`config.mk`:
```
export PLATFORM = sky130hd
export DESIGN_NAME = uart_frame_tx
export DESIGN_NICKNAME = d
export VERILOG_FILES = /design/src/rtl/uart_tx_pkg.sv /design/src/rtl/uart_baud_gen.sv /design/src/rtl/uart_frame_build.sv /design/src/rtl/uart_tx_shifter.sv /design/src/rtl/uart_frame_tx.sv
export SDC_FILE = /design/constraint.sdc
export NUM_CORES = 1
export LEC_CHECK = 0
export CORE_ASPECT_RATIO = 0.5
export CORE_MARGIN = 2
export CORE_UTILIZATION = 25
export CTS_CLUSTER_DIAMETER = 200
export DETAILED_ROUTE_END_ITERATION = 8
export GPL_TIMING_DRIVEN = 0
export PLACE_DENSITY_LB_ADDON = 0.15
export SLEW_MARGIN = 25
export SYNTH_ARGS = -nofsm -noshare
export SYNTH_HDL_FRONTEND = slang
export SYNTH_SLANG_ARGS = --single-unit
export TNS_END_PERCENT = 1
```
`constraint.sdc`:
```
create_clock -name clk -period 2.4 [get_ports clk]
set_input_delay 0.36 -clock clk [delete_from_list [all_inputs] [get_ports clk]]
set_output_delay 0.36 -clock clk [all_outputs]
set_load 0.01 [all_outputs]
```
`src/rtl/uart_tx_pkg.sv`:
```
package uart_tx_pkg;

   typedef enum logic {
      PAR_EVEN = 1'b0,
      PAR_ODD  = 1'b1
   } par_kind_e;

   function automatic int frame_bits(input int dw, input bit par_on);
      return dw + (par_on ? 1 : 0) + 2;
   endfunction

endpackage

```
`src/rtl/uart_baud_gen.sv`:
```
module uart_baud_gen #(
   parameter int BAUD_DIV = 4
) (
   input  logic clk,
   input  logic rst,
   output logic tick_o
);
   localparam int CW = (BAUD_DIV > 2) ? $clog2(BAUD_DIV) : 1;
   localparam logic [CW-1:0] TOP = CW'(BAUD_DIV - 1);

   if (BAUD_DIV < 2) begin : g_bad_div
      $error("uart_baud_gen: BAUD_DIV must be at least 2");
   end

   logic [CW-1:0] cnt_q;

   assign tick_o = (cnt_q == TOP);

   always_ff @(posedge clk) begin
      if (rst) begin
         cnt_q <= '0;
      end else if (tick_o) begin
         cnt_q <= '0;
      end else begin
         cnt_q <= cnt_q + CW'(1);
      end
   end

   // the tick is a one-cycle pulse
   a_r4_tick_single: assert property (@(posedge clk) disable iff (rst)
      tick_o |=> !tick_o);

endmodule

```
`src/rtl/uart_frame_build.sv`:
```
module uart_frame_build #(
   parameter int                    DATA_W      = 8,
   parameter bit                    PARITY_ON   = 1'b1,
   parameter uart_tx_pkg::par_kind_e PARITY_KIND = uart_tx_pkg::PAR_EVEN,
   localparam int                   FRAME_W     = uart_tx_pkg::frame_bits(DATA_W, PARITY_ON)
) (
   input  logic [DATA_W-1:0]  data_i,
   output logic [FRAME_W-1:0] frame_o
);
   if (PARITY_ON) begin : g_par
      logic par_bit;
      assign par_bit = (^data_i) ^ (PARITY_KIND == uart_tx_pkg::PAR_ODD);
      assign frame_o = {1'b1, par_bit, data_i, 1'b0};
   end else begin : g_nopar
      assign frame_o = {1'b1, data_i, 1'b0};
   end

   // start and stop positions of the assembled frame
   always_comb begin
      a_r2_frame_ends: assert (frame_o[0] == 1'b0 && frame_o[FRAME_W-1] == 1'b1);
   end

endmodule

```
`src/rtl/uart_tx_shifter.sv`:
```
module uart_tx_shifter #(
   parameter int DATA_W  = 8,
   parameter int FRAME_W = 11
) (
   input  logic               clk,
   input  logic               rst,
   input  logic               tick_i,
   input  logic               en_i,
   input  logic [DATA_W-1:0]  data_i,
   input  logic [FRAME_W-1:0] frame_i,
   output logic [DATA_W-1:0]  load_data_o,
   output logic               line_o,
   output logic               busy_o
);
   localparam int PW = $clog2(FRAME_W + 1);
   localparam logic [PW-1:0] LAST = PW'(FRAME_W);

   logic [FRAME_W-1:0] shreg_q;
   logic [PW-1:0]      pos_q;
   logic               active_q;
   logic               req_q;
   logic [DATA_W-1:0]  data_q;
   logic               line_q;

   logic in_stop;
   logic accept;
   logic req_n;
   logic start;

   assign in_stop     = active_q && (pos_q == LAST);
   assign accept      = en_i && !req_q && (!active_q || in_stop);
   assign req_n       = req_q || accept;
   assign load_data_o = accept ? data_i : data_q;
   assign start       = tick_i && req_n && (!active_q || in_stop);

   always_ff @(posedge clk) begin
      if (rst) begin
         shreg_q  <= '1;
         pos_q    <= '0;
         active_q <= 1'b0;
         req_q    <= 1'b0;
         data_q   <= '0;
         line_q   <= 1'b1;
      end else begin
         data_q <= load_data_o;
         req_q  <= start ? 1'b0 : req_n;
         if (start) begin
            line_q   <= frame_i[0];
            shreg_q  <= {1'b0, frame_i[FRAME_W-1:1]};
            pos_q    <= PW'(1);
            active_q <= 1'b1;
         end else if (tick_i && in_stop) begin
            line_q   <= 1'b1;
            shreg_q  <= '0;
            pos_q    <= '0;
            active_q <= 1'b0;
         end else if (tick_i && active_q) begin
            line_q  <= shreg_q[0];
            shreg_q <= {1'b0, shreg_q[FRAME_W-1:1]};
            pos_q   <= pos_q + PW'(1);
         end
      end
   end

   assign line_o = line_q;
   assign busy_o = active_q;

   // the line holds between baud ticks
   a_r4_line_holds: assert property (@(posedge clk) disable iff (rst)
      !tick_i |=> $stable(line_o));
   // busy rises together with the start bit
   a_r8_busy_with_start: assert property (@(posedge clk) disable iff (rst)
      $rose(busy_o) |-> !line_o);
   // idle line is high
   a_r9_idle_high: assert property (@(posedge clk) disable iff (rst)
      !busy_o |-> line_o);
   // captured word is frozen until the stop bit
   a_r5_word_frozen: assert property (@(posedge clk) disable iff (rst)
      (active_q && pos_q != LAST) |=> $stable(data_q));
   // a queued request chains straight into a start bit
   a_r7_chain: assert property (@(posedge clk) disable iff (rst)
      (tick_i && in_stop && req_q) |=> (busy_o && !line_o));
   // bit position stays inside the frame
   a_r2_pos_range: assert property (@(posedge clk) disable iff (rst)
      pos_q <= LAST);
   // reset forces an idle line
   a_r10_reset_idle: assert property (@(posedge clk)
      rst |=> (line_o && !busy_o));

endmodule

```
`src/rtl/uart_frame_tx.sv`:
```
module uart_frame_tx #(
   parameter int                    DATA_W      = 8,
   parameter bit                    PARITY_ON   = 1'b1,
   parameter uart_tx_pkg::par_kind_e PARITY_KIND = uart_tx_pkg::PAR_EVEN,
   parameter int                    BAUD_DIV    = 4
) (
   input  logic              clk,
   input  logic              rst,
   input  logic              tx_en,
   input  logic [DATA_W-1:0] tx_data,
   output logic              tx_busy,
   output logic              tx_line
);
   localparam int FRAME_W = uart_tx_pkg::frame_bits(DATA_W, PARITY_ON);

   if (DATA_W < 1) begin : g_bad_width
      $error("uart_frame_tx: DATA_W must be at least 1");
   end

   logic               tick;
   logic [DATA_W-1:0]  load_data;
   logic [FRAME_W-1:0] frame;

   uart_baud_gen #(
      .BAUD_DIV (BAUD_DIV)
   ) u_baud (
      .clk    (clk),
      .rst    (rst),
      .tick_o (tick)
   );

   uart_frame_build #(
      .DATA_W      (DATA_W),
      .PARITY_ON   (PARITY_ON),
      .PARITY_KIND (PARITY_KIND)
   ) u_build (
      .data_i  (load_data),
      .frame_o (frame)
   );

   uart_tx_shifter #(
      .DATA_W  (DATA_W),
      .FRAME_W (FRAME_W)
   ) u_shift (
      .clk         (clk),
      .rst         (rst),
      .tick_i      (tick),
      .en_i        (tx_en),
      .data_i      (tx_data),
      .frame_i     (frame),
      .load_data_o (load_data),
      .line_o      (tx_line),
      .busy_o      (tx_busy)
   );

endmodule

```
==> flow_summary.json, run 1 <==
{
  "max_slew.worst_pin.slew_ns": 0.523,
  "drt_iter0_markers": 20,
  "crit_cells": 1,
  "synthSimpleGateAreaFrac_pct": 15.4,
  "fin_nets": 186,
  "firstDrtPassIters": 4,
  "hold_class": "reg -> reg",
  "synth_nets": 170,
  "whs_path_depth": 1,
  "rows": 19,
  "cts.path.max_buffers": 2,
  "slowest_delay_ns": 0.61,
  "hold_ws_ns": 0.438,
  "ff2ff_path_depth": 6,
  "outcome": "completed",
  "met1Wirelength_um": 1710,
  "fillers": 585,
  "synth-compound-area-share_pct": 22.1,
  "synth_xor_area_share_pct": 9.94,
  "pin_count": 13,
  "final_antenna_net_count": 0,
  "final_design_area_no_fill_um2": 1700,
  "path_class": "reg -> out",
  "max_freq_ghz": 0.584,
  "dp_hpwl_um": 2350,
  "portBuffers": 11,
  "cts_tree": "yes",
  "syn_area_per_cell_um2": 8.98,
  "ys_seq_area_share_pct": 39.8,
  "grt-ovfl-total": 0,
  "start_kind": "register",
  "wl_met2_um": 1410,
  "pre_cts_ws_ns": 0.511,
  "peakVddDrop_mv": 0.301,
  "synth_top_family_by_area": "compound AO/OA/AOI/OAI gates",
  "grt_pass1_vias": 1074,
  "diodes": 0,
  "layout_setup_ws_ns": 0.689,
  "finalSetupViolations": 0,
  "powerDensity_nw_per_um2": 663,
  "async_flop_share_pct": 0,
  "period_needed_ns": 1.71,
  "fp.dieH_um": 57.1,
  "final-max-slew-violation-count": 0,
  "synth_ff_type": "dfxtp_1",
  "dieWidth_um": 110,
  "grt_max_degree": 16,
  "vias": 1111,
  "drc": 0,
  "area_growth_pct": 20.6,
  "yosysTopAreaCell": "dfxtp_1",
  "fin_crit_sh_pct": 71.3,
  "die_area_um2": 6290,
  "synth_edf_count": 0,
  "end_kind": "output port",
  "critPathTopFamily": "buffers and inverters",
  "max_cap_viol_count": 0,
  "seqCellArea_um2": 561,
  "arrival_ns": 1.35,
  "cts_resized": 0,
  "routed_via_density": 4.53,
  "place_inst": 241,
  "slew_headroom_pct": 65.1,
  "postCtsSetupBuffers": 0,
  "synthMuxAreaShare_pct": 6.39,
  "cp.required_ns": 2.04,
  "clock-sinks": 28,
  "path_buf_inv": 1,
  "finalNonFillerCells": 245,
  "final_core_util_pct": 31.1,
  "cts_hold_buf": 0,
  "finClkSkew_ns": 0.00349,
  "tns_ns": 0,
  "netlist_area_um2": 1410,
  "synth_fa_ha_area_share_pct": 1.77,
  "route.met3.wl_um": 84,
  "multi_input_area_um2": 785,
  "synth_seq_cells": 28,
  "grt_pass1_wl_um": 5530,
  "synth.top_cell.area_share_pct": 39.8,
  "drive_gt1_share_pct": 9.30,
  "cellLeakagePower_nw": 0.652,
  "crit_path_top_delay_cell": "clkdlybuf4s50_1",
  "cts-root-buf": "clkbuf_16",
  "synth_warnings": 0,
  "ys_types": 29,
  "synthesis.instances": 157,
  "reg2reg_slack_ns": 0.75,
  "path_cells": "clkdlybuf4s50_1",
  "rsz0062_at_grt": "false",
  "core-area_um2": 5470,
  "cts_buffers": 3,
  "crit_fanout": 7,
  "wl_um": 3200,
  "gp_congestion": 0.702,
  "antenna_found_initial": 0,
  "hold_violations": 0,
  "start_util_pct": 25.8,
  "ys_top_cells_by_area": "dfxtp_1, nor2_1, xnor2_1",
  "finalPower_mw": 1.13,
  "grt_use_total_pct": 11.3,
  "place_area_um2": 1610,
  "clk_latency_ns": 0.26,
  "wl_per_cell_um": 13.1,
  "top_layer": "met3",
  "htreeDepth": 1,
  "clkSlewWorstSetupHoldPaths_ns": 0.07
}
## layout by cell type (no fill, tap or decap), types with 2 or more instances in the layout
cell type         n
a211o_1           8
a211oi_1         10
a21o_1            4
a21oi_1          13
buf_2             4
buf_4             3
clkbuf_1          3
clkbuf_16         3
clkdlybuf4s50_1  11
dfxtp_1          28
ha_1              2
mux2i_1           9
nand2_1          13
nand3_1           2
nor2_1           28
xnor2_1          12
xor2_1            4
## report_power, final
group / internal (mW) / switching [mW]
combinational: 0.0982 / 0.0979
sequential: 0.492 / 0.0213
clock: 0.256 / 0.162
total: 0.846 / 0.281
## cells in the mapped netlist (2+ instances only)
cell and n:
a211o_1 8, a211oi_1 10, a21o_1 4, a21oi_1 13, buf_2 4, buf_4 3, clkbuf_1 3, dfxtp_1 28
ha_1 2, mux2i_1 9, nand2_1 13, nand3_1 2, nor2_1 28, xnor2_1 12, xor2_1 4
## registers in the layout, indices dropped and copies added, names as in the netlist
name / flops
u_shift.shreg_q: 11
u_shift.req_q: 1
u_shift.line_o: 1
u_baud.cnt_q: 2
u_shift.pos_q: 4
u_shift.data_q: 8
u_shift.busy_o: 1
## cell families (layout without fill, tap and decap cells)
family | after synthesis | count (layout)
simple gates | 49 | 49
compound gates | 42 | 42
flops | 28 | 28
xor+xnor | 16 | 16
buf+inv | 11 | 26
mux | 9 | 9
fa+ha+maj | 2 | 2
## routing by layer
| metal | up-vias | track usage [%] |
|---|---|---|
| met5 | - | 0 |
| met4 | 0 | 2.14 |
| met3 | 0 | 2.86 |
| met2 | 10 | 17.1 |
| met1 | 519 | 16.4 |
| li1 | 582 | - |
## final cells by class
class	count	share of cell area [%]
Tap cell	73	5.37
Sequential cell	28	33.0
Timing Repair Buffer	11	6.48
Clock buffer	4	5.22
Buffer	11	3.83
Multi-Input combinational cell	118	46.1
## worst paths after layout
check	start	to
min reg2reg	u_baud.cnt_q[0]	u_baud.cnt_q[0]
min	u_baud.cnt_q[0]	u_baud.cnt_q[0]
max	u_shift.busy_o	tx_busy
max reg2reg	u_shift.pos_q[0]	u_shift.line_o
Note: power is estimated with default switching activity, not from simulation.
==> run 2: changes to the inputs <==
==> constraint.sdc (replaced) <==
create_clock -name clk -period 1.7 [get_ports clk]
set_input_delay 0.255 -clock clk [delete_from_list [all_inputs] [get_ports clk]]
set_output_delay 0.255 -clock clk [all_outputs]
set_load 0.01 [all_outputs]
==> run 2 against run 1 <==
  * Cell area is 0.22% higher
  * Count of clock-buffer cells in the layout stayed put
  * Global-route usage did not move
  * First-iteration DRC count shrank 5.0%
  * Setup slack lost 0.60 ns
  * Largest cell class unchanged
  * Largest power group unchanged
  * Non-clock buffer count did not move
  * Via count decreased by 0.27%
  * Power increased by 41%
  * Sequential share of layout area hardly changed
==> flow_summary.json, run 2 (synthesized netlist as in run 1, its figures left out) <==
{
  "cts_tree": "yes",
  "die_area_um2": 6290,
  "pin_count": 13,
  "final_antenna_net_count": 0,
  "clock-sinks": 28,
  "finClkSkew_ns": 0.00349,
  "fin_nets": 186,
  "peakVddDrop_mv": 0.425,
  "seqCellArea_um2": 562,
  "arrival_ns": 1.76,
  "max_cap_viol_count": 0,
  "vias": 1108,
  "period_needed_ns": 1.61,
  "global_route.usage.met2_pct": 17.1,
  "grt_use_met1_pct": 16.4,
  "start_util_pct": 25.8,
  "hold_violations": 0,
  "dp_hpwl_um": 2350,
  "rsz0062_at_grt": "false",
  "cp.required_ns": 1.85,
  "drc": 0,
  "drive_gt1_share_pct": 10.5,
  "reg_top3": "u_shift.shreg_q: 11 flops, u_shift.data_q: 8 flops, u_shift.pos_q: 4 flops",
  "path_buf_inv": 1,
  "grt_max_degree": 16,
  "area_growth_pct": 20.9,
  "grt_pass1_vias": 1074,
  "layout_setup_ws_ns": 0.0937,
  "diodes": 0,
  "cts.path.max_buffers": 2,
  "crit_path_top_delay_cell": "dfxtp_1",
  "whs_path_depth": 1,
  "postCtsSetupBuffers": 0,
  "fin_crit_sh_pct": 94.5,
  "hold_ws_ns": 0.438,
  "htreeDepth": 1,
  "end_kind": "register",
  "wl_per_cell_um": 13.1,
  "grt_use_total_pct": 11.3,
  "slew_headroom_pct": 65.1,
  "slowest_delay_ns": 0.37,
  "drt_iter0_markers": 19,
  "max_slew.worst_pin.slew_ns": 0.523,
  "final_core_util_pct": 31.2,
  "cts_buffers": 3,
  "largest_register": "u_shift.shreg_q",
  "path_cells": "ha_2 > nand3b_4 > nand2_1 > buf_4 > o211ai_2 > a221o_1",
  "clk_latency_ns": 0.26,
  "rows": 19,
  "pre_cts_ws_ns": -0.0839,
  "final_common_cell": "nor2_1",
  "path_class": "reg -> reg",
  "multi_input_area_um2": 787,
  "clkSlewWorstSetupHoldPaths_ns": 0.07,
  "final_cell_mix": "nor2_1, dfxtp_1, nand2_1, a21oi_1, xnor2_1",
  "max_freq_ghz": 0.623,
  "grt_use_met3_pct": 2.86,
  "firstDrtPassIters": 4,
  "start_kind": "register",
  "finalSetupViolations": 0,
  "powerDensity_nw_per_um2": 934,
  "largest_reg_flops": 11,
  "grt-ovfl-total": 0,
  "outcome": "completed",
  "cts-root-buf": "clkbuf_16",
  "core-area_um2": 5470,
  "top_usage_layer": "met2",
  "antenna_found_initial": 0,
  "dieWidth_um": 110,
  "fillers": 583,
  "portBuffers": 11,
  "gp_congestion": 0.702,
  "ff2ff_path_depth": 6,
  "hold_class": "reg -> reg",
  "routed_via_density": 4.52,
  "cellLeakagePower_nw": 0.649,
  "fp.dieH_um": 57.1,
  "wl_um": 3210,
  "critPathTopFamily": "compound AO/OA/AOI/OAI gates",
  "crit_fanout": 10,
  "crit_cells": 6,
  "grt_pass1_wl_um": 5530,
  "final-max-slew-violation-count": 0
}
## run 2: per-stage QoR
stage | total power, mW | cells | cell area (µm²) | setup TNS [ns]
after global routing | 1.69 | 245 | 1700 | 0
after detailed placement | 1.02 | 241 | 1610 | -0.666
final | 1.59 | 245 | 1700 | 0
after CTS | 1.62 | 245 | 1700 | 0
after floorplan | 0.938 | 157 | 1410 | 0
after global placement | 1.02 | 241 | 1610 | -0.567
## run 2: layout make-up
type / count / area share (%)
Buffer: 11 / 3.82
Clock buffer: 4 / 5.21
Multi-Input combinational cell: 118 / 46.2
Sequential cell: 28 / 33.0
Tap cell: 73 / 5.36
Timing Repair Buffer: 11 / 6.46
## run 2: metal layers
metal / share of wire [%] / vias up
met5: 0 / -
met4: 0.78 / 0
met3: 2.5 / 2
met2: 43 / 8
met1: 54 / 516
li1: - / 582
## run 2: worst reg2reg max path: stages (launching register included)
cell	delay, ns
dfxtp_1	0.37
ha_2	0.22
nand3b_4	0.10
nand2_1	0.11
buf_4	0.19
o211ai_2	0.19
a221o_1	0.32
## run 2: final timing paths
kind / from / to / slack (ns)
max: u_shift.pos_q[1] / u_shift.line_o / 0.09
min: u_baud.cnt_q[0] / u_baud.cnt_q[0] / 0.44
max reg2reg: u_shift.pos_q[1] / u_shift.line_o / 0.09
min reg2reg: u_baud.cnt_q[0] / u_baud.cnt_q[0] / 0.44
## run 2: what timing repair did
item                                    in CTS  in global routing
resized for setup                            0                  2
hold buffers                                 0                  0
endpoints found under the setup margin       0                 11
## run 2: power breakdown
| group | internal [mW] | leakage, nW | switching, mW | total (mW) |
|---|---|---|---|---|
| logic | 0.139 | 0.376 | 0.138 | 0.277 |
| registers | 0.696 | 0.229 | 0.0302 | 0.726 |
| clock network | 0.361 | 0.0442 | 0.228 | 0.589 |
| total | 1.20 | 0.649 | 0.397 | 1.59 |
